## config.mk

```make
export PLATFORM = sky130hd
export DESIGN_NAME = serial_adc_reader
export DESIGN_NICKNAME = d
export VERILOG_FILES = /design/src/rtl/adcrd_pkg.sv /design/src/rtl/adcrd_ctrl.sv /design/src/rtl/adcrd_datapath.sv /design/src/rtl/serial_adc_reader.sv
export SDC_FILE = /design/constraint.sdc
export NUM_CORES = 1
export LEC_CHECK = 0
export ABC_CLOCK_PERIOD_IN_PS = 2800
export BUFFER_PORTS_ARGS = -buffer_cell sky130_fd_sc_hd__buf_2
export CAP_MARGIN = 15
export CORE_ASPECT_RATIO = 1.75
export CORE_MARGIN = 1
export CORE_UTILIZATION = 40
export DETAILED_ROUTE_END_ITERATION = 6
export GPL_TIMING_DRIVEN = 0
export PLACE_DENSITY = 0.58
export SETUP_SLACK_MARGIN = 0.5
export SYNTH_ARGS = -nofsm -noshare
export SYNTH_HDL_FRONTEND = slang
export SYNTH_SLANG_ARGS = --single-unit
```

## constraint.sdc

```tcl
create_clock -name clk -period 2.8 [get_ports clk]
set_clock_uncertainty 0.2 [all_clocks]
set_input_delay 0.42 -clock clk [delete_from_list [all_inputs] [get_ports clk]]
set_output_delay 0.42 -clock clk [all_outputs]
set_load 0.005 [all_outputs]
```

## src/rtl/adcrd_pkg.sv

```systemverilog
package adcrd_pkg;

  typedef enum logic [2:0] {
    ST_IDLE,
    ST_PULSE_HI,
    ST_PULSE_LO,
    ST_WAIT,
    ST_CLK_LO,
    ST_CLK_HI,
    ST_GAP
  } rdState_t;

  // Strobes from the control to the datapath
  typedef struct packed {
    logic clear;    // new read accepted
    logic sample;   // capture the data line (rising clock edge)
    logic publish;  // eighth bit done, present the byte
  } dpStrobe_t;

  // Nanoseconds to clock cycles, rounded up, never below one
  function automatic int nsToCyc(input longint ns, input longint clkKhz);
    longint c;
    c = (ns * clkKhz + 64'd999999) / 64'd1000000;
    if (c < 1) c = 1;
    return int'(c);
  endfunction

  function automatic int maxOf(input int a, input int b);
    return (a > b) ? a : b;
  endfunction

endpackage

```

## src/rtl/adcrd_ctrl.sv

```systemverilog
module adcrd_ctrl
  import adcrd_pkg::*;
#(
  parameter int DATA_W   = 8,
  parameter int HALF_W   = 8,
  parameter int HI_CYC   = 10,
  parameter int LO_CYC   = 10,
  parameter int CONV_CYC = 750,
  parameter int MIN_HALF = 10,
  parameter int GAP_CYC  = 5,
  parameter int CNT_W    = 10
) (
  input  logic              clk,
  input  logic              rstN,
  input  logic              reqStart,
  input  logic              selfTest,
  input  logic              cpol,
  input  logic [HALF_W-1:0] sclkHalf,
  output logic              adcCnvst,
  output logic              adcSclk,
  output logic              busy,
  output dpStrobe_t         strobe
);

  localparam int BIT_W = (DATA_W > 1) ? $clog2(DATA_W) : 1;
  localparam logic [BIT_W-1:0] LAST_BIT = BIT_W'(DATA_W - 1);

  rdState_t          state;
  logic [CNT_W-1:0]  cnt;
  logic [CNT_W-1:0]  halfQ;
  logic [CNT_W-1:0]  halfPick;
  logic [BIT_W-1:0]  bitIdx;
  logic              selfTestQ;
  logic              cpolQ;
  logic              secondQ;
  logic              lastTick;

  assign lastTick = (cnt == '0);
  assign halfPick = (CNT_W'(sclkHalf) < CNT_W'(MIN_HALF)) ? CNT_W'(MIN_HALF)
                                                         : CNT_W'(sclkHalf);

  always_ff @(posedge clk) begin
    if (!rstN) begin
      state     <= ST_IDLE;
      cnt       <= '0;
      halfQ     <= '0;
      bitIdx    <= '0;
      selfTestQ <= 1'b0;
      cpolQ     <= 1'b0;
      secondQ   <= 1'b0;
    end else begin
      unique case (state)
        ST_IDLE: if (reqStart) begin
          state     <= ST_PULSE_HI;
          cnt       <= CNT_W'(HI_CYC - 1);
          selfTestQ <= selfTest;
          cpolQ     <= cpol;
          halfQ     <= halfPick;
          secondQ   <= 1'b0;
        end
        ST_PULSE_HI: if (lastTick) begin
          if (selfTestQ && !secondQ) begin
            state   <= ST_PULSE_LO;
            cnt     <= CNT_W'(LO_CYC - 1);
            secondQ <= 1'b1;
          end else begin
            state <= ST_WAIT;
            cnt   <= CNT_W'(CONV_CYC - 1);
          end
        end else cnt <= cnt - 1'b1;
        ST_PULSE_LO: if (lastTick) begin
          state <= ST_PULSE_HI;
          cnt   <= CNT_W'(HI_CYC - 1);
        end else cnt <= cnt - 1'b1;
        ST_WAIT: if (lastTick) begin
          state  <= ST_CLK_LO;
          cnt    <= halfQ - 1'b1;
          bitIdx <= '0;
        end else cnt <= cnt - 1'b1;
        ST_CLK_LO: if (lastTick) begin
          state <= ST_CLK_HI;
          cnt   <= halfQ - 1'b1;
        end else cnt <= cnt - 1'b1;
        ST_CLK_HI: if (lastTick) begin
          if (bitIdx == LAST_BIT) begin
            state <= ST_GAP;
            cnt   <= CNT_W'(GAP_CYC - 1);
          end else begin
            state  <= ST_CLK_LO;
            cnt    <= halfQ - 1'b1;
            bitIdx <= bitIdx + 1'b1;
          end
        end else cnt <= cnt - 1'b1;
        ST_GAP: if (lastTick) state <= ST_IDLE;
                else cnt <= cnt - 1'b1;
        default: state <= ST_IDLE;
      endcase
    end
  end

  always_comb begin
    busy     = (state != ST_IDLE);
    adcCnvst = (state == ST_PULSE_HI);
    unique case (state)
      ST_IDLE:   adcSclk = cpol;
      ST_CLK_LO: adcSclk = 1'b0;
      ST_CLK_HI: adcSclk = 1'b1;
      default:   adcSclk = cpolQ;
    endcase
    strobe.clear   = (state == ST_IDLE) && reqStart;
    strobe.sample  = (state == ST_CLK_LO) && lastTick;
    strobe.publish = (state == ST_CLK_HI) && lastTick && (bitIdx == LAST_BIT);
  end

  // settings captured at acceptance are held for the whole read
  a_r1_cfg_held: assert property (@(posedge clk) disable iff (!rstN)
    (state != ST_IDLE && $past(state) != ST_IDLE)
      |-> ($stable(cpolQ) && $stable(selfTestQ) && $stable(halfQ)));

  // a second convert pulse only follows a low phase in self-test
  a_r3_second_pulse: assert property (@(posedge clk) disable iff (!rstN)
    $rose(adcCnvst) && $past(state) == ST_PULSE_LO |-> selfTestQ);

endmodule

```

## src/rtl/adcrd_datapath.sv

```systemverilog
module adcrd_datapath
  import adcrd_pkg::*;
#(
  parameter int DATA_W = 8
) (
  input  logic              clk,
  input  logic              rstN,
  input  dpStrobe_t         strobe,
  input  logic              adcDout,
  output logic [DATA_W-1:0] dataOut,
  output logic              dataValid
);

  logic [DATA_W-1:0] shiftQ;

  always_ff @(posedge clk) begin
    if (!rstN) begin
      shiftQ    <= '0;
      dataOut   <= '0;
      dataValid <= 1'b0;
    end else begin
      dataValid <= strobe.publish;
      if (strobe.clear)
        shiftQ <= '0;
      else if (strobe.sample)
        shiftQ <= {shiftQ[DATA_W-2:0], adcDout};
      if (strobe.publish)
        dataOut <= shiftQ;
    end
  end

  // the valid strobe never lasts more than one cycle
  a_r7_valid_single: assert property (@(posedge clk) disable iff (!rstN)
    dataValid |=> !dataValid);

endmodule

```

## src/rtl/serial_adc_reader.sv

```systemverilog
module serial_adc_reader
  import adcrd_pkg::*;
#(
  parameter int CLK_KHZ       = 100000,
  parameter int DATA_W        = 8,
  parameter int HALF_W        = 8,
  parameter int CNV_HIGH_NS   = 100,
  parameter int CNV_LOW_NS    = 100,
  parameter int CONV_NS       = 7500,
  parameter int SCLK_PULSE_NS = 75,
  parameter int SCLK_PER_NS   = 200,
  parameter int GAP_NS        = 50
) (
  input  logic              clk,
  input  logic              rstN,
  input  logic              reqStart,
  input  logic              selfTest,
  input  logic              cpol,
  input  logic [HALF_W-1:0] sclkHalf,
  input  logic              adcDout,
  output logic              adcCnvst,
  output logic              adcSclk,
  output logic              busy,
  output logic [DATA_W-1:0] dataOut,
  output logic              dataValid
);

  localparam int HI_CYC   = nsToCyc(CNV_HIGH_NS, CLK_KHZ);
  localparam int LO_CYC   = nsToCyc(CNV_LOW_NS, CLK_KHZ);
  localparam int CONV_CYC = nsToCyc(CONV_NS, CLK_KHZ);
  localparam int GAP_CYC  = nsToCyc(GAP_NS, CLK_KHZ);
  localparam int MIN_HALF = maxOf(nsToCyc(SCLK_PULSE_NS, CLK_KHZ),
                                  (nsToCyc(SCLK_PER_NS, CLK_KHZ) + 1) / 2);
  localparam int BIG_CYC  = maxOf(maxOf(HI_CYC, LO_CYC),
                                  maxOf(maxOf(CONV_CYC, GAP_CYC), MIN_HALF));
  localparam int CNT_W    = maxOf($clog2(BIG_CYC + 1), HALF_W);

  dpStrobe_t strobe;

  adcrd_ctrl #(
    .DATA_W  (DATA_W),
    .HALF_W  (HALF_W),
    .HI_CYC  (HI_CYC),
    .LO_CYC  (LO_CYC),
    .CONV_CYC(CONV_CYC),
    .MIN_HALF(MIN_HALF),
    .GAP_CYC (GAP_CYC),
    .CNT_W   (CNT_W)
  ) uCtrl (
    .clk     (clk),
    .rstN    (rstN),
    .reqStart(reqStart),
    .selfTest(selfTest),
    .cpol    (cpol),
    .sclkHalf(sclkHalf),
    .adcCnvst(adcCnvst),
    .adcSclk (adcSclk),
    .busy    (busy),
    .strobe  (strobe)
  );

  adcrd_datapath #(
    .DATA_W(DATA_W)
  ) uData (
    .clk      (clk),
    .rstN     (rstN),
    .strobe   (strobe),
    .adcDout  (adcDout),
    .dataOut  (dataOut),
    .dataValid(dataValid)
  );

  // while a read runs, the serial clock never moves with convert-start high
  a_r4_no_clk_during_start: assert property (@(posedge clk) disable iff (!rstN)
    (busy && $past(busy) && !$stable(adcSclk)) |-> !adcCnvst);

  // each capture is followed by the clock's rising edge
  a_r5_rise_after_sample: assert property (@(posedge clk) disable iff (!rstN)
    strobe.sample |=> $rose(adcSclk));

  // when busy drops, the link is quiet
  a_r8_quiet_at_end: assert property (@(posedge clk) disable iff (!rstN)
    $fell(busy) |-> (!adcCnvst && !dataValid));

endmodule

```

==> results of run 1 <==
-- layer usage --
metal / share of wire (%) / vias up
met5: 0 / -
met4: 4.1 / 0
met3: 3.6 / 22
met2: 54 / 64
met1: 38 / 1132
li1: - / 1164
-- worst min path at each step --
stage                          start               end  slack [ns]  depth (start not counted)
floorplan            uCtrl.bitIdx[1]   uCtrl.bitIdx[1]        0.24                          2
global placement    uData.dataOut[0]  uData.dataOut[0]        0.24                          2
detailed placement  uData.dataOut[1]  uData.dataOut[1]        0.24                          2
CTS                         selfTest   uCtrl.selfTestQ        0.14                          3
global route                selfTest   uCtrl.selfTestQ        0.14                          3
finish                      selfTest   uCtrl.selfTestQ        0.14                          3
-- where the power goes --
group / leakage (nW) / switching [mW] / internal (mW) / total (mW)
clock: 0.0445 / 0.236 / 0.177 / 0.413
combinational: 0.696 / 0.599 / 0.464 / 1.06
sequential: 0.358 / 0.0749 / 0.683 / 0.758
total: 1.10 / 0.910 / 1.32 / 2.23
-- metrics by stage --
step	instance area [um2]	utilization, %	hold WS (ns)	instances	setup WS (ns)
CTS	2748	49.19	0.1368	408	0.5039
floorplan	2344	-	0.2356	298	0.5823
finish	2964	53.07	0.1426	417	0.5306
global route	2964	53.07	0.1439	417	0.4277
detailed placement	2559	45.81	0.2396	398	0.1294
global placement	2559	45.81	0.2387	398	0.1058
-- final cells by class --
| cell class | count | share of cell area, % |
|---|---|---|
| Clock inverter | 3 | 0.7176 |
| Clock buffer | 5 | 2.322 |
| Inverter | 10 | 1.266 |
| Multi-Input combinational cell | 227 | 51.92 |
| Buffer | 17 | 3.546 |
| Sequential cell | 44 | 29.80 |
| Tap cell | 76 | 3.208 |
| Timing Repair Buffer | 35 | 7.218 |
-- cell families (layout without fill, tap and decap cells) --
logic type / after synthesis / in the layout
buffers and inverters: 27 / 70
muxes: 9 / 9
xor gates and xnor gates: 6 / 6
adders and majority gates: 4 / 4
AOI/OAI and AO/OA: 83 / 83
DFF: 44 / 44
and+or+nand+nor: 125 / 125
-- registers in the layout, indices dropped and copies added, names as in the netlist --
| signal | cells |
|---|---|
| uData.dataOut | 8 |
| uCtrl.cnt | 10 |
| uCtrl.bitIdx | 3 |
| uData.dataValid | 1 |
| uCtrl.secondQ | 1 |
| uCtrl.state | 3 |
| uData.shiftQ | 8 |
| uCtrl.cpolQ | 1 |
| uCtrl.halfQ | 8 |
| uCtrl.selfTestQ | 1 |
-- worst reg2reg max path, stage by stage (launching register included) --
cell	delay, ns
dfxtp_2	0.34
inv_2	0.07
ha_4	0.14
or3b_4	0.38
buf_8	0.14
nor3_4	0.28
buf_6	0.18
buf_4	0.11
a21oi_1	0.05
o21a_1	0.20
a21oi_1	0.12
-- Yosys cell counts (5+ instances only) --
cell / instances / share of area, %
inv_1: 8 / 1.3
mux2i_1: 8 / 3.4
o21ai_0: 9 / 1.9
nor2b_1: 7 / 1.9
nand3_1: 6 / 1.3
nand2_1: 43 / 6.9
o31ai_1: 5 / 1.6
buf_2: 5 / 1.1
nand4_1: 6 / 1.6
nor2_1: 26 / 4.2
a21oi_1: 29 / 6.2
o21ai_1: 8 / 1.7
nor3_1: 11 / 2.3
clkbuf_1: 12 / 1.9
dfxtp_1: 44 / 38
-- timing repair --
item | 4_1_cts | 5_1_grt
pin swaps | 2 | 19
gates cloned | 0 | 1
gates resized for setup | 21 | 47
setup endpoints to repair | 35 | 35
setup buffers | 2 | 8
==> summary.md, run 1 <==
| Metric | Value |
|---|---|
| Post-Synth Simple-Gate Area | 26.53% |
| DR WL/cell | 16.31 um |
| Ratio of cells with drive above 1 in the final layout | 27.86% |
| Compound-Gate Fraction of Synth Area | 23.01% |
| R2R Setup Slk | 0.53 ns |
| Adder and majority gate portion of the synthesized area | 2.136% |
| Root Driver | clkbuf_8 |
| Antenna cells | 0 |
| Routing usage on met3 | 3.109% |
| Max Root-Sink Buffers | 2 |
| Yosys warning total | 0 |
| Post-synthesis cell count | 298 |
| Gr ovfl total | 0 |
| Busiest layer in global routing | met2 |
| Core Box Area | 5585 um2 |
| Avg Cell Area, Syn | 7.864 um2 |
| Reg area | 883.3 um2 |
| Row cnt | 36 |
| Rel. slew slack | 58.80% |
| Vias in the first global route | 2284 |
| Worst skew pair latency | 0.30 ns |
| Total number of vias | 2382 |
| Most frequent cells in the layout | dfxtp_1 (42), nand2_1 (35), nor2_1 (26), buf_2 (24), a21oi_1 (21) |
| Clock H-tree levels | 2 |
| RR Startpoint | uCtrl.cnt[1] |
| Gpl congestion | 0.8529 |
| Worst IR Drop VDD | 339.6 uV |
| Vias/cell | 5.712 |
| Setup crit start | uCtrl.cnt[1] |
| CP Capture Type | flop |
| Most common library cell in the layout ignoring fill and taps | dfxtp_1 |
| Largest net degree at the start of global routing | 16 |
| Crit Reg-Reg Endpoint | uCtrl.cnt[3] |
| Slowest-stage cell, CP | or3b_4 |
| Post-DP HPWL | 4953 um |
| Net Count, Synth | 316 |
| Worst endpoint data arrival time | 2.31 ns |
| Synthesized cell area | 2343 um2 |
| Fin crit period | 2.269 ns |
| WP depth | 10 |
| DIE AREA | 6181 um2 |
| Post-Route WL | 6801 um |
| Setup CP Type | flop to flop |
| # IOs | 26 |
| First-pass GRT wire length | 10820 um |
| Post-synth EDFFs | 0 |
| GRT Total Usage | 23.55% |
| Die X | 59.86 um |
| Fin crit share | 81.05% |
| Main combinational cell family by area after synthesis | simple AND/OR/NAND/NOR gates |
| # fillers | 600 |
| Worst-path clk slew | 0.09 ns |
| Grt met1 use | 25.41% |
| Multi-input gate area | 1539 um2 |
| Critical Path RT | 2.84 ns |
| Mux share of post-synthesis cell area | 3.897% |
| Pwr per Cell Area | 753.9 nW/um2 |
| Cell Chain, Critical Path | inv_2 > ha_4 > or3b_4 > buf_8 > nor3_4 > buf_6 > buf_4 > a21oi_1 > o21a_1 > a21oi_1 |
| Count of input and output buffers | 24 |
| Initial antenna violation count | 0 |
| CP Capture Point | uCtrl.cnt[3] |
| Setup violations, final | 0 |
| Slew Limit Fails | 0 |
| Worst Path Buf+Inv | 4 |
| M2 GR Usage | 42.56% |
| Maxcap violations | 0 |
| Seq cells post-synth | 44 |
| RSZ-0062 raised after global routing | yes |
| Clock sinks | 44 |
| Area Growth Syn to Fin | 26.48% |
| # DRC | 0 |
| Top cell by count, worst path | a21oi_1 |
| Worst-case reg-to-reg path depth | 10 |
| Final hold violation count | 0 |
| Primary FF master, synth | dfxtp_1 |
| CTS tree | done |
| Starting Density | 41.96% |
| PnR Total Power | 2.235 mW |
| NumNets Final | 358 |
| FMAX | 440.6 MHz |
| Hold_buf cts | 0 |
| CP top delay family | simple AND/OR/NAND/NOR gates |
| Slowest stage delay, CP | 0.38 ns |
| Async SR Flop Fraction | 0% |
| Crit path max fanout | 6 |
| Post-synth cell types | 60 |
| CTS Buf Count | 5 |
| Die height | 103.3 um |
| Setup_tns | 0 ns |
| DR iter-0 viols | 98 |
| Post-synthesis sequential area ratio | 37.59% |
| Leak | 1.099 nW |
| Status | finished, final reports clean |
| Synth Area in XOR/XNOR | 2.242% |
| Least-Margin Pin Slew | 0.6179 ns |
| Min-delay worst type | primary input to flop |
| Startpoint class of the critical path | flop |
| Detailed Routing Iterations Pass 1 | 4 |
| Post-route ant nets | 0 |
Power figures use the tool's default switching activity.
==> run 2, diff against run 1 <==
--- a/config.mk
+++ b/config.mk
@@ -5,7 +5,8 @@
 export SDC_FILE = /design/constraint.sdc
 export NUM_CORES = 1
 export LEC_CHECK = 0
-export ABC_CLOCK_PERIOD_IN_PS = 2800
+export ABC_AREA = 1
+export ABC_CLOCK_PERIOD_IN_PS = 2300
 export BUFFER_PORTS_ARGS = -buffer_cell sky130_fd_sc_hd__buf_2
 export CAP_MARGIN = 15
 export CORE_ASPECT_RATIO = 1.75
==> constraint.sdc (replaced) <==
create_clock -name clk -period 2.3 [get_ports clk]
set_clock_uncertainty 0.2 [all_clocks]
set_input_delay 0.345 -clock clk [delete_from_list [all_inputs] [get_ports clk]]
set_output_delay 0.345 -clock clk [all_outputs]
set_load 0.005 [all_outputs]
==> summary.md, run 2 <==
| Metric | Value |
|---|---|
| Antenna cells | 0 (unchanged) |
| # DRC | 0 (unchanged) |
| Yosys top cell by area | dfxtp_1 (unchanged) |
| Leak | 1.352 nW (was 1.099 nW) |
| Worst skew pair latency | 0.29 ns (was 0.30 ns) |
| Area after DPL | 2556 um2 (was 2559 um2) |
| Adder and majority gate portion of the synthesized area | 2.142% (was 2.136%) |
| Final hold violation count | 0 (unchanged) |
| Max Root-Sink Buffers | 2 (unchanged) |
| Setup violations, final | 0 (unchanged) |
| DR WL/cell | 13.82 um (was 16.31 um) |
| Worst Hold Path Cells | 3 (unchanged) |
| Seq cells post-synth | 44 (unchanged) |
| Design Area, Final | 2967 um2 (was 2964 um2) |
| Slew Limit Fails | 0 (unchanged) |
| Area Growth Syn to Fin | 27.00% (was 26.48%) |
| Die height | 103.1 um (was 103.3 um) |
| # IOs | 26 (unchanged) |
| Mux share of post-synthesis cell area | 0% (was 3.897%) |
| Primary FF master, synth | dfxtp_1 (unchanged) |
| Fin crit period | 1.821 ns |
| Setup CP Type | flop to output port (was flop to flop) |
| Hold endpoint | uCtrl.halfQ[7] (was uCtrl.selfTestQ) |
| Post-synthesis sequential area ratio | 37.71% (was 37.59%) |
| Most common cell in the netlist | nand2_1 (was dfxtp_1) |
| Rel. slew slack | 61.44% (was 58.80%) |
| Most frequent cells in the layout | nand2_1 (53), dfxtp_1 (39), a21oi_1 (38), inv_1 (34), nor2_1 (28) (was dfxtp_1 (42), nand2_1 (35), nor2_1 (26), buf_2 (24), a21oi_1 (21)) |
| Critical Path RT | 1.75 ns (was 2.84 ns) |
| Slowest-stage cell, CP | dfxtp_4 (was or3b_4) |
| Post-DP HPWL | 4708 um (was 4953 um) |
| Post-synth EDFFs | 0 (unchanged) |
| NumNets Final | 403 (was 358) |
| Worst Path Buf+Inv | 3 (was 4) |
| Gr ovfl total | 0 (unchanged) |
| Row cnt | 36 (unchanged) |
| Synthesized cell area | 2336 um2 (was 2343 um2) |
| Biggest register | uCtrl.cnt (unchanged) |
| Clock H-tree levels | 2 (unchanged) |
| Worst-case reg-to-reg path depth | 11 (was 10) |
| Count of input and output buffers | 25 (was 24) |
| Crit Reg-Reg Endpoint | uCtrl.cnt[3] (unchanged) |
| CP top delay family | flip-flops (was simple AND/OR/NAND/NOR gates) |
| RR Startpoint | uCtrl.cnt[0] (was uCtrl.cnt[1]) |
| Max FFs per register | 10 (unchanged) |
| Cell Chain, Critical Path | inv_2 > nand2_2 > nor2_4 > inv_2 > o311ai_2 > buf_2 (was inv_2 > ha_4 > or3b_4 > buf_8 > nor3_4 > buf_6 > buf_4 > a21oi_1 > o21a_1 > a21oi_1) |
| Initial antenna violation count | 0 (unchanged) |
| Synth top cells by count | nand2_1 (60), dfxtp_1 (44), inv_1 (43), a21oi_1 (39), o21ai_0 (33) (was dfxtp_1 (44), nand2_1 (43), a21oi_1 (29), nor2_1 (26), clkbuf_1 (12)) |
| Gpl congestion | 0.8608 (was 0.8529) |
| Net Count, Synth | 354 (was 316) |
| Main combinational cell family by area after synthesis | simple AND/OR/NAND/NOR gates (unchanged) |
| DIE AREA | 6161 um2 (was 6181 um2) |
| Hold_buf cts | 0 (unchanged) |
| Worst-path clk slew | 0.09 ns (about the same) |
| Least-Margin Pin Slew | 0.5785 ns (was 0.6179 ns) |
| CTS tree | done (unchanged) |
| Clock sinks | 44 (unchanged) |
| DR iter-0 viols | 70 (was 98) |
| Post-synthesis cell count | 336 (was 298) |
| Post-Route WL | 6384 um (was 6801 um) |
| Worst IR Drop VDD | 605.6 uV (was 339.6 uV) |
| Root Driver | clkbuf_8 (unchanged) |
| Maxcap violations | 0 (unchanged) |
| Async SR Flop Fraction | 0% (unchanged) |
| RSZ-0062 raised after global routing | yes (unchanged) |
| Startpoint class of the critical path | flop (unchanged) |
| Yosys top cell area share | 37.71% (was 37.59%) |
| Ratio of cells with drive above 1 in the final layout | 28.76% (was 27.86%) |
| Synth Area in XOR/XNOR | 3.749% (was 2.242%) |
| Largest cells by area after synthesis | dfxtp_1 (38%), nand2_1 (9.6%), a21oi_1 (8.4%) (was dfxtp_1 (38%), nand2_1 (6.9%), a21oi_1 (6.2%)) |
| Min-delay worst type | primary input to flop (unchanged) |
| Die X | 59.77 um (was 59.86 um) |
| First-pass GRT wire length | 10270 um (was 10820 um) |
| Most common library cell in the layout ignoring fill and taps | nand2_1 (was dfxtp_1) |
| HP Start | sclkHalf[7] (was selfTest) |
| Post-synth cell types | 29 (was 60) |
| FMAX | 549.2 MHz |
| Status | finished, final reports clean (unchanged) |
| Slowest stage delay, CP | 0.37 ns (was 0.38 ns) |
| Vias in the first global route | 2245 (was 2284) |
| Crit path max fanout | 4 (was 6) |
| Fin crit share | 79.17% |
| CTS Buf Count | 5 (unchanged) |
| Post-Synth Simple-Gate Area | 28.12% (was 26.53%) |
| Detailed Routing Iterations Pass 1 | 4 (unchanged) |
| Total number of vias | 2323 (was 2382) |
| Core Box Area | 5585 um2 (unchanged) |
| Avg Cell Area, Syn | 6.952 um2 (was 7.864 um2) |
| Pwr per Cell Area | 1356 nW/um2 (was 753.9 nW/um2) |
| Compound-Gate Fraction of Synth Area | 18.64% (was 23.01%) |
| Starting Density | 41.82% (was 41.96%) |
| Post-route ant nets | 0 (unchanged) |
| R2R Setup Slk | 0.50 ns (was 0.53 ns) |
| Vias/cell | 5.028 (was 5.712) |
| Top cell by count, worst path | inv_2 (was a21oi_1) |
| Largest net degree at the start of global routing | 15 (was 16) |
| Worst endpoint data arrival time | 1.28 ns (was 2.31 ns) |
| Yosys warning total | 0 (unchanged) |
| Setup_tns | 0 ns (unchanged) |
| # fillers | 579 (was 600) |
| CP Capture Type | output port (was flop) |
| GRT Total Usage | 22.64% (was 23.55%) |
-- run 2: power breakdown --
| part | leakage [nW] | internal, mW | switching [mW] |
|---|---|---|---|
| sequential | 0.361 | 0.921 | 0.146 |
| combinational | 0.949 | 1.00 | 1.47 |
| clock | 0.0414 | 0.216 | 0.271 |
-- run 2: area by class of cell --
cell class | count | area [um2] | area share, %
Timing Repair Buffer | 41 | 266.5 | 8.984
Clock inverter | 2 | 16.27 | 0.5483
Buffer | 6 | 46.29 | 1.561
Clock buffer | 6 | 72.57 | 2.446
Sequential cell | 44 | 894.6 | 30.16
Tap cell | 76 | 95.09 | 3.205
Multi-Input combinational cell | 238 | 1379 | 46.48
Inverter | 49 | 196.4 | 6.622
-- run 2: logic make-up (layout without fill, tap and decap cells) --
family,Yosys count,in the layout
xor gates and xnor gates,10,10
AOI/OAI and AO/OA,82,82
and+or+nand+nor,141,142
DFF,44,44
buffers and inverters,55,104
adders and majority gates,4,4
-- run 2: layer usage --
metal	GRT usage (%)	routed length, um
met4	16.64	383
met2	42.99	3657
met1	20.82	2175
met5	0	0
met3	3.137	168
-- run 2: through the flow --
step	util (%)	hold WS [ns]	setup slack [ns]	total power, mW	instances
after CTS	50.87	0.09327	0.4780	3.732	456
after global placement	45.77	0.2304	0.2495	2.901	437
final	53.11	0.09839	0.4790	4.024	462
after global routing	53.11	0.1060	0.4267	4.341	462
after detailed placement	45.77	0.2333	0.2207	2.911	437
after floorplan	-	0.2314	0.5484	2.468	336
-- run 2: tightest hold or removal path, cell delays in order --
cell and delay [ns]:
buf_2 0.09, nand3_1 0.06, o21ai_0 0.06
-- run 2: repair_timing --
item	CTS	global route
gates cloned	1	1
setup endpoints to repair	35	28
gates resized for setup	39	28
pin swaps	10	11
setup buffers	10	5
-- run 2: how the worst max path moves through the flow --
stage | from | to | slack [ns] | cells past startpoint
3_5_place_dp | uCtrl.cnt[0] | uData.dataOut[5] | 0.22 | 10
5_1_grt | uCtrl.state[0] | uCtrl.cnt[9] | 0.43 | 11
3_3_place_gp | uCtrl.cnt[0] | uData.dataOut[5] | 0.25 | 10
2_1_floorplan | uCtrl.cnt[0] | uCtrl.cnt[0] | 0.55 | 11
6_report | uCtrl.state[1] | adcSclk | 0.48 | 6
4_1_cts | uCtrl.state[1] | adcSclk | 0.48 | 6
==> run 3, diff against run 2 <==
--- a/config.mk
+++ b/config.mk
@@ -6,7 +6,7 @@
 export NUM_CORES = 1
 export LEC_CHECK = 0
 export ABC_AREA = 1
-export ABC_CLOCK_PERIOD_IN_PS = 2300
+export ABC_CLOCK_PERIOD_IN_PS = 1500
 export BUFFER_PORTS_ARGS = -buffer_cell sky130_fd_sc_hd__buf_2
 export CAP_MARGIN = 15
 export CORE_ASPECT_RATIO = 1.75
@@ -14,7 +14,7 @@
 export CORE_UTILIZATION = 40
 export DETAILED_ROUTE_END_ITERATION = 6
 export GPL_TIMING_DRIVEN = 0
-export PLACE_DENSITY = 0.58
+export PLACE_DENSITY = 0.6
 export SETUP_SLACK_MARGIN = 0.5
 export SYNTH_ARGS = -nofsm -noshare
 export SYNTH_HDL_FRONTEND = slang
==> constraint.sdc (replaced) <==
create_clock -name clk -period 1.5 [get_ports clk]
set_clock_uncertainty 0.2 [all_clocks]
set_input_delay 0.225 -clock clk [delete_from_list [all_inputs] [get_ports clk]]
set_output_delay 0.225 -clock clk [all_outputs]
set_load 0.005 [all_outputs]
==> summary.md, run 3 (synthesized netlist as in run 2, its figures left out) <==
| Metric | Value |
|---|---|
| Status | complete, but fails checks (was finished, final reports clean) |
| Violated checks | negative hold slack, negative setup slack |
| Cell Chain, Critical Path | inv_4 > ha_4 > nand2_4 > nor2_4 > nand3_4 > buf_12 > nor2_4 > buf_6 > o21ai_2 > a21oi_1 (was inv_2 > nand2_2 > nor2_4 > inv_2 > o311ai_2 > buf_2) |
| Min-delay worst type | primary input to flop (unchanged) |
| Leak | 1.561 nW (was 1.352 nW) |
| Grt met1 use | 23.86% (was 20.82%) |
| Post-route ant nets | 0 (unchanged) |
| DIE AREA | 6161 um2 (unchanged) |
| Clock H-tree levels | 2 (unchanged) |
| DR iter-0 viols | 102 (was 70) |
| RSZ-0062 raised after global routing | yes (unchanged) |
| Post-Route WL | 7021 um (was 6384 um) |
| Core Box Area | 5585 um2 (unchanged) |
| NumNets Final | 429 (was 403) |
| Fin crit share | 120.1% |
| Worst skew pair latency | 0.31 ns (was 0.29 ns) |
| Starting Density | 41.82% (unchanged) |
| WHS | -0.02986 ns (was 0.09839 ns) |
| # IOs | 26 (unchanged) |
| Busiest layer in global routing | met2 (unchanged) |
| Max Root-Sink Buffers | 2 (unchanged) |
| Total number of vias | 2500 (was 2323) |
| First-pass GRT wire length | 11220 um (was 10270 um) |
| Max FFs per register | 10 (unchanged) |
| Worst-path clk slew | 0.09 ns (about the same) |
| Final hold violation count | 5 (was 0) |
| Ratio of cells with drive above 1 in the final layout | 45.15% (was 28.76%) |
| CTS Buf Count | 5 (unchanged) |
| Biggest register | uCtrl.cnt (unchanged) |
| Gr ovfl total | 0 (unchanged) |
| # DRC | 0 (unchanged) |
| Slew Limit Fails | 0 (unchanged) |
| Row cnt | 36 (unchanged) |
| Die X | 59.77 um (unchanged) |
| M2 GR Usage | 47.78% (was 42.99%) |
| Antenna cells | 0 (unchanged) |
| DR WL/cell | 14.39 um (was 13.82 um) |
| Initial antenna violation count | 0 (unchanged) |
| CP Capture Type | flop (was output port) |
| Setup CP Type | flop to flop (was flop to output port) |
| Final worst slack | -0.3012 ns (was 0.4790 ns) |
| Most frequent cells in the layout | nand2_1 (45), a21oi_1 (36), inv_1 (33) (was nand2_1 (53), dfxtp_1 (39), a21oi_1 (38), inv_1 (34), nor2_1 (28)) |
| Maxcap violations | 0 (unchanged) |
| Setup violations, final | 47 (was 0) |
| Crit path max fanout | 5 (was 4) |
| Pre-CTS setup slack | -0.3891 ns (was 0.2207 ns) |
| Finished Core Util | 63.31% (was 53.11%) |
| PnR Total Power | 7.292 mW (was 4.024 mW) |
| Detailed Routing Iterations Pass 1 | 4 (unchanged) |
| Rel. slew slack | 51.59% (was 61.44%) |
| Routing usage on met3 | 4.015% (was 3.137%) |
| Gpl congestion | 0.8940 (was 0.8608) |
| Root Driver | clkbuf_8 (unchanged) |
| Largest net degree at the start of global routing | 15 (unchanged) |
| FMAX | 555.2 MHz |
| Most common library cell in the layout ignoring fill and taps | nand2_1 (unchanged) |
| Die height | 103.1 um (unchanged) |
| Fin crit period | 1.801 ns |
| Worst IR Drop VDD | 1140 uV (was 605.6 uV) |
| Post-DP HPWL | 4746 um (was 4708 um) |
| Count of input and output buffers | 25 (unchanged) |
| GRT Total Usage | 24.92% (was 22.64%) |
| Pwr per Cell Area | 2062 nW/um2 (was 1356 nW/um2) |
| Vias in the first global route | 2461 (was 2245) |
| Top cell by count, worst path | nor2_4 (was inv_2) |
| Startpoint class of the critical path | flop (unchanged) |
| Slowest stage delay, CP | 0.35 ns (was 0.37 ns) |
| Least-Margin Pin Slew | 0.7262 ns (was 0.5785 ns) |
| Vias/cell | 5.123 (was 5.028) |
| CTS tree | done (unchanged) |
| Slowest-stage cell, CP | dfxtp_2 (was dfxtp_4) |
| Critical Path RT | 1.54 ns (was 1.75 ns) |
| Area Growth Syn to Fin | 51.37% (was 27.00%) |
| Worst endpoint data arrival time | 1.84 ns (was 1.28 ns) |
| # fillers | 513 (was 579) |
| Clock sinks | 44 (unchanged) |
| Setup_tns | -8.696 ns (was 0 ns) |
run 3: cell types whose count changed in the layout (fill, tap and decap cells not counted), moves of 5 or more:
cell     delta
dfxtp_1    -14
o21ai_2    +13
buf_6      +16
nand2_1     -8
o21ai_1     +5
buf_2       -6
buf_4      +11
dfxtp_2    +14
o21ai_0    -18
run 3: path summary, 6_finish.rpt:
path | startpoint | to | slack (ns) | depth (start not counted)
setup / recovery | uCtrl.cnt[0] | uData.shiftQ[3] | -0.30 | 10
hold / removal | sclkHalf[0] | uCtrl.halfQ[0] | -0.03 | 3
setup reg to reg | uCtrl.cnt[0] | uData.shiftQ[3] | -0.30 | 10
hold reg to reg | uData.dataOut[7] | uData.dataOut[7] | 0.24 | 2
run 3: critical path: cells and delay by family (launching register included):
family	cells	cell delay [ns]
AOI/OAI and AO/OA	2	0.16
adders and majority gates	1	0.14
buffers and inverters	3	0.37
DFF	1	0.35
and+or+nand+nor	4	0.50
run 3: layout make-up:
type	count	area, um2	area share [%]
inverters	49	214.0	6.051
repair buffers	67	600.6	16.99
well taps	76	95.09	2.689
flip-flops and latches	44	912.1	25.80
clock inverters	2	16.27	0.4600
multi-input cells	238	1573	44.48
plain buffers	6	52.55	1.486
clock buffers	6	72.57	2.052
run 3: stage by stage:
step | hold WS (ns) | cells | instance area, um2
4_1_cts | -0.03703 | 480 | 3357
2_1_floorplan | 0.1623 | 336 | 2467
3_5_place_dp | 0.2331 | 437 | 2688
6_report | -0.02986 | 488 | 3536
3_3_place_gp | 0.2340 | 437 | 2688
5_1_grt | -0.02396 | 488 | 3536
run 3: routing by layer:
| layer | vias up | share of wire, % |
|---|---|---|
| met5 | - | 0 |
| met4 | 0 | 4.4 |
| met3 | 23 | 3.2 |
| met2 | 58 | 58 |
| met1 | 1164 | 34 |
| li1 | 1255 | - |
run 3: what timing repair did:
item,in CTS,in global routing
gates resized for setup,80,30
endpoints found under the hold margin,9,4
pin swaps,15,8
cloned,3,1
setup buffers,32,7
setup endpoints to repair,56,56
run 3: report_power, final:
part	switching [mW]	leakage, nW	internal (mW)	total, mW
logic	2.63	1.15	2.23	4.86
registers	0.237	0.368	1.42	1.66
clock network	0.445	0.0414	0.332	0.777
total	3.31	1.56	3.98	7.29
